[src/rtl/ddrwc_pkg.sv]
package ddrwc_pkg;
   typedef enum logic [1:0] {
      ST_IDLE = 2'd0,
      ST_WAIT = 2'd1,
      ST_CAPT = 2'd2,
      ST_FIN  = 2'd3
   } cap_state_t;
endpackage

[src/rtl/ddrwc_phase.sv]
// Memory-clock phase tracker and quarter-cycle timer since the last command.
module ddrwc_phase #(
   parameter int Q_PER_CK = 4,
   parameter int PH_W     = $clog2(Q_PER_CK),
   parameter int Q_W      = 3
) (
   input  logic            clk_q,
   input  logic            rst_n,
   input  logic            start,
   output logic [PH_W-1:0] ph,
   output logic [Q_W-1:0]  q
);
   localparam logic [PH_W-1:0] PH_LAST = PH_W'(Q_PER_CK - 1);

   always_ff @(posedge clk_q or negedge rst_n) begin
      if (!rst_n) begin
         ph <= '0;
      end else if (ph == PH_LAST) begin
         ph <= '0;
      end else begin
         ph <= ph + 1'b1;
      end
   end

   // q equals the number of samples elapsed since the command sample
   always_ff @(posedge clk_q or negedge rst_n) begin
      if (!rst_n) begin
         q <= '0;
      end else if (start) begin
         q <= Q_W'(1);
      end else if (q != '1) begin
         q <= q + 1'b1;
      end
   end
endmodule

[src/rtl/ddrwc_strobe.sv]
// Strobe edge detector on the oversampled strobe.
module ddrwc_strobe (
   input  logic clk_q,
   input  logic rst_n,
   input  logic dqs,
   output logic rise,
   output logic toggle
);
   logic dqs_prev;

   always_ff @(posedge clk_q or negedge rst_n) begin
      if (!rst_n) begin
         dqs_prev <= 1'b0;
      end else begin
         dqs_prev <= dqs;
      end
   end

   assign rise   = dqs & ~dqs_prev;
   assign toggle = dqs ^ dqs_prev;
endmodule

[src/rtl/ddrwc_bank.sv]
// Per-word holding registers for one burst.
module ddrwc_bank #(
   parameter int BURST = 4,
   parameter int DQ_W  = 16,
   parameter int DM_W  = 2,
   parameter int IDX_W = $clog2(BURST)
) (
   input  logic                  clk_q,
   input  logic                  rst_n,
   input  logic                  wr_en,
   input  logic [IDX_W-1:0]      idx,
   input  logic [DQ_W-1:0]       dq,
   input  logic [DM_W-1:0]       dm,
   output logic [BURST*DQ_W-1:0] data,
   output logic [BURST*DM_W-1:0] mask
);
   for (genvar i = 0; i < BURST; i++) begin : g_word
      logic [DQ_W-1:0] w_q;
      logic [DM_W-1:0] m_q;

      always_ff @(posedge clk_q or negedge rst_n) begin
         if (!rst_n) begin
            w_q <= '0;
            m_q <= '0;
         end else if (wr_en && (idx == IDX_W'(i))) begin
            w_q <= dq;
            m_q <= dm;
         end
      end

      assign data[i*DQ_W +: DQ_W] = w_q;
      assign mask[i*DM_W +: DM_W] = m_q;
   end
endmodule

[src/rtl/ddr_wr_capture.sv]
// DDR write burst capture on an oversampled strobe.
module ddr_wr_capture
   import ddrwc_pkg::*;
#(
   parameter int BURST    = 4,
   parameter int DQ_W     = 16,
   parameter int Q_PER_CK = 4,
   parameter int WIN_LO   = 3,
   parameter int WIN_HI   = 5,
   parameter int DM_W     = DQ_W / 8
) (
   input  logic                  clk_q,
   input  logic                  rst_n,
   input  logic                  cmd_valid,
   input  logic                  cmd_write,
   input  logic                  dqs,
   input  logic [DQ_W-1:0]       dq,
   input  logic [DM_W-1:0]       dm,
   output logic [BURST*DQ_W-1:0] burst_data,
   output logic [BURST*DM_W-1:0] burst_mask,
   output logic                  burst_done,
   output logic                  win_err
);
   localparam int PH_W  = $clog2(Q_PER_CK);
   localparam int IDX_W = $clog2(BURST);
   localparam int Q_W   = $clog2(WIN_HI + 2);
   localparam logic [IDX_W-1:0] IDX_LAST = IDX_W'(BURST - 1);
   localparam logic [PH_W-1:0]  PH_LAST  = PH_W'(Q_PER_CK - 1);

   if (DQ_W % 8 != 0) begin : g_bad_dq
      $error("DQ_W must be a whole number of bytes");
   end
   if (DM_W != DQ_W / 8) begin : g_bad_dm
      $error("DM_W must give one mask bit per byte");
   end
   if (BURST < 2 || BURST % 2 != 0 || (BURST & (BURST - 1)) != 0) begin : g_bad_burst
      $error("BURST must be an even power of two");
   end
   if (Q_PER_CK < 2 || (Q_PER_CK & (Q_PER_CK - 1)) != 0) begin : g_bad_q
      $error("Q_PER_CK must be a power of two of at least 2");
   end
   if (WIN_LO < 2 || WIN_HI < WIN_LO) begin : g_bad_win
      $error("window bounds must satisfy 2 <= WIN_LO <= WIN_HI");
   end

   cap_state_t       st;
   logic [PH_W-1:0]  ph;
   logic [Q_W-1:0]   q;
   logic [IDX_W-1:0] idx;
   logic             rise, toggle;
   logic             accept, in_win, first_hit, cap_en;
   logic [IDX_W-1:0] cap_idx;

   assign accept    = (st == ST_IDLE) && cmd_valid && cmd_write && (ph == '0);
   assign in_win    = (q >= Q_W'(WIN_LO)) && (q <= Q_W'(WIN_HI));
   assign first_hit = (st == ST_WAIT) && rise && in_win;
   assign cap_en    = first_hit || ((st == ST_CAPT) && toggle);
   assign cap_idx   = (st == ST_WAIT) ? '0 : idx;

   ddrwc_phase #(.Q_PER_CK(Q_PER_CK), .PH_W(PH_W), .Q_W(Q_W)) i_phase (
      .clk_q (clk_q),
      .rst_n (rst_n),
      .start (accept),
      .ph    (ph),
      .q     (q)
   );

   ddrwc_strobe i_strobe (
      .clk_q  (clk_q),
      .rst_n  (rst_n),
      .dqs    (dqs),
      .rise   (rise),
      .toggle (toggle)
   );

   ddrwc_bank #(.BURST(BURST), .DQ_W(DQ_W), .DM_W(DM_W), .IDX_W(IDX_W)) i_bank (
      .clk_q (clk_q),
      .rst_n (rst_n),
      .wr_en (cap_en),
      .idx   (cap_idx),
      .dq    (dq),
      .dm    (dm),
      .data  (burst_data),
      .mask  (burst_mask)
   );

   always_ff @(posedge clk_q or negedge rst_n) begin
      if (!rst_n) begin
         st         <= ST_IDLE;
         idx        <= '0;
         win_err    <= 1'b0;
         burst_done <= 1'b0;
      end else begin
         burst_done <= 1'b0;
         case (st)
            ST_IDLE: begin
               if (accept) begin
                  st      <= ST_WAIT;
                  win_err <= 1'b0;
               end
            end
            ST_WAIT: begin
               if (first_hit) begin
                  st  <= ST_CAPT;
                  idx <= IDX_W'(1);
               end else if (rise || (q >= Q_W'(WIN_HI))) begin
                  st      <= ST_IDLE;
                  win_err <= 1'b1;
               end
            end
            ST_CAPT: begin
               if (toggle) begin
                  idx <= idx + 1'b1;
                  if (idx == IDX_LAST) begin
                     st <= ST_FIN;
                  end
               end
            end
            ST_FIN: begin
               if (ph == PH_LAST) begin
                  st         <= ST_IDLE;
                  burst_done <= 1'b1;
               end
            end
            default: st <= ST_IDLE;
         endcase
      end
   end
endmodule

[config.mk]
export PLATFORM = sky130hd
export DESIGN_NAME = ddr_wr_capture
export DESIGN_NICKNAME = d
export VERILOG_FILES = /design/src/rtl/ddrwc_pkg.sv /design/src/rtl/ddrwc_phase.sv /design/src/rtl/ddrwc_strobe.sv /design/src/rtl/ddrwc_bank.sv /design/src/rtl/ddr_wr_capture.sv
export SDC_FILE = /design/constraint.sdc
export NUM_CORES = 1
export LEC_CHECK = 0
export ABC_AREA = 0
export BUFFER_PORTS_ARGS = -buffer_cell sky130_fd_sc_hd__buf_4
export CORE_ASPECT_RATIO = 0.6
export CORE_MARGIN = 2
export CORE_UTILIZATION = 30
export DETAILED_ROUTE_END_ITERATION = 10
export PLACE_DENSITY = 0.46
export SKIP_LAST_GASP = 1
export SYNTH_ARGS = -nofsm -noshare
export SYNTH_HDL_FRONTEND = slang
export SYNTH_SLANG_ARGS = --single-unit
[constraint.sdc]
create_clock -name clk_q -period 4 [get_ports clk_q]
set_clock_uncertainty 0.2 [all_clocks]
set_input_delay 0.8 -clock clk_q [delete_from_list [all_inputs] [get_ports clk_q]]
set_output_delay 0.8 -clock clk_q [all_outputs]
set_load 0.1 [all_outputs]
==> results.md <==
- CP endpoint: i_bank.g_word[0].w_q[10]$_DFFE_PN0P_
- R2R depth: 5
- Post-CTS Hold Buffers: 0
- Unrepaired setup endpoints after global routing: no
- Top cells by area, synth: dfrtp_1 55%, mux2_2 8.5%, mux2_1 4.4%
- Max-Slew Margin vs Limit: 0.324
- Initial antenna violation count: 0
- Vias in the first global route: 3040
- GRT Residual Overflow: 0
- IO Pins: 97
- R2r endpoint: i_bank.g_word[0].w_q[10]$_DFFE_PN0P_
- Die area: 0.0138 sq mm
- Minimum clock period after layout: 2.94 ns
- Distinct cells, synth: 37
- DR vias: 2886
- Die W: 150 microns
- Worst setup path start: i_phase.q[0]$_DFFE_PN0P_
- R2r setup slk: 1.06 ns
- Most frequent cells in the layout: 105 x buf_4, 84 x dfrtp_1, 29 x mux2_2
- Clock-pin transition on the worst setup and hold timing paths: 0.06 ns
- Detailed Routing Iterations Pass 1: 4
- GP Congestion: 0.697
- Final setup margin: 1.06 ns
- Max-cap viol count: 0
- DRC: 0
- H-Tree Depth: 3
- Data required time of the worst path: 3.97 ns
- Placed cell area: 0.00474 sq mm
- Final Hold Vio Count: 0
- Initial Util: 0.313
- DR iter-0 viols: 174
- CTS sink count: 84
- Final Cycle Share: 0.735
- Clock Tree Buf Depth: 2
- Max Fanout on Critical Path: 21
- FP Rows: 31
- Status: completed
- Area of the core: 0.0123 sq mm
- RR Startpoint: i_phase.q[0]$_DFFE_PN0P_
- Final hold slack: 0.258 ns
- Setup TNS: 0 ns
- Postcts setup bufs: 0
- Synth Area per Inst: 12.4 sq um
- Top FF cell, synth: dfrtp_1
- Post-synthesis instance area: 0.00384 sq mm
- Clock Latency Late Sink: 0.34 ns
- WL/cell: 18.8 microns
- Max Clock Freq: 340 MHz
- Total track usage: 0.164
- Max Slew Vio Count: 0
- Number of setup violations in the final report: 0
- Top cell type's share of synthesized area: 0.547
- Asr flop ratio synth: 1.00
- HP Class: reg2reg
- HPWL Detailed: 6890 microns
- Root buf cell: clkbuf_16
- Place WS: 1.10 ns
- Layout cells sized above 1: 0.405
- Seq cells post-synth: 84
- TritonCTS clock tree: built
- CTS Buf Count: 9
- Via density: 5.06
- Final net count: 432
- Worst slew pin tran: 1.01 ns
- Setup crit end kind: register
- Routed WL: 10700 microns
- Setup crit start kind: register
- # fillers: 1181
- Area leader, netlist: dfrtp_1
- First-pass GRT wire length: 17400 microns
- Synth Instances: 309
- Leading cell type in the layout, fill and taps excluded: buf_4
- Syn Nets: 340
- Crit path kind: reg2reg
- Critical Path AT: 2.91 ns
- Post_cts resized: 0
- Antenna Nets Post-Route: 0
- Seq/Total Area, Yosys: 0.547
- Synth warnings: 0
- Die height: 91.7 microns
- Final instance area: 0.00504 sq mm
- Antenna diodes: 0
- Port Buffers: 96
- Synth-to-Final Area Change: 31.1%
- Number of enable flip-flop cells after synthesis: 0
- Largest net degree at the start of global routing: 57
-- metrics by stage --
step	utilization	std cells
after floorplan	-	309
after global placement	0.385	555
after detailed placement	0.385	555
after CTS	0.410	570
after global routing	0.410	570
final	0.410	570
-- metal layers --
| layer | track usage | part of all wire |
|---|---|---|
| met1 | 0.251 | 0.52 |
| met2 | 0.220 | 0.41 |
| met3 | 0.0517 | 0.056 |
| met4 | 0.0425 | 0.0098 |
| met5 | 0 | 0 |
-- registers in the layout (all words and copies together), names as in the netlist, named ones only --
signal,flops
i_phase.q,3
i_bank.g_word.w_q,64
burst_done,1
i_bank.g_word.m_q,8
idx,2
win_err,1
st,1
i_phase.ph,2
i_strobe.dqs_prev,1
-- how the worst min path moves through the flow --
stage | from | end | slack (ns) | depth (start not counted)
after global placement | i_phase.ph[0]$_DFF_PN0_ | i_phase.ph[0]$_DFF_PN0_ | 0.24 | 1
after global routing | i_phase.ph[0]$_DFF_PN0_ | i_phase.ph[0]$_DFF_PN0_ | 0.31 | 1
final | i_phase.ph[0]$_DFF_PN0_ | i_phase.ph[0]$_DFF_PN0_ | 0.26 | 1
after floorplan | i_phase.ph[0]$_DFF_PN0_ | i_phase.ph[0]$_DFF_PN0_ | 0.22 | 1
after CTS | i_phase.ph[0]$_DFF_PN0_ | i_phase.ph[0]$_DFF_PN0_ | 0.26 | 1
after detailed placement | i_phase.ph[0]$_DFF_PN0_ | i_phase.ph[0]$_DFF_PN0_ | 0.25 | 1
-- area by class of cell --
class,instances,area [sq um],share of cell area
Clock inverter,5,77.6,0.0154
Timing Repair Buffer,105,788,0.156
Inverter,7,26.3,0.00521
Multi-Input combinational cell,194,1610,0.320
Clock buffer,10,229,0.0454
Sequential cell,84,2100,0.417
Tap cell,165,206,0.0409
-- cell usage after synthesis, types with 2 or more instances --
cell	count
a211o_1	2
a21oi_1	4
and2_1	18
buf_2	7
clkbuf_1	15
dfrtp_1	84
ha_1	8
inv_1	6
mux2_1	15
mux2_2	29
mux2_4	10
nand2_1	3
nand3_1	19
nor2_1	9
nor2b_1	2
nor3_1	2
nor4_1	2
o2111ai_1	18
o211ai_1	19
o21ai_0	20
-- worst max-delay path, stage by stage (launching register included) --
cell      delay (ns)
dfrtp_1         0.48
ha_1            0.23
ha_1            0.16
a211o_1         0.59
o2111a_1        0.90
o211ai_1        0.21
-- kinds of logic after synthesis --
family,after synthesis,share of synthesized area
buf+inv,31,0.0355
compound gates,69,0.127
fa+ha+maj,8,0.0260
xor+xnor,1,0.00228
mux,54,0.168
flops,84,0.547
simple gates,62,0.0944
Power is left out: the tool's default activity adds up to more than one toggle a clock period on the data nets, which glitch-free logic cannot reach.
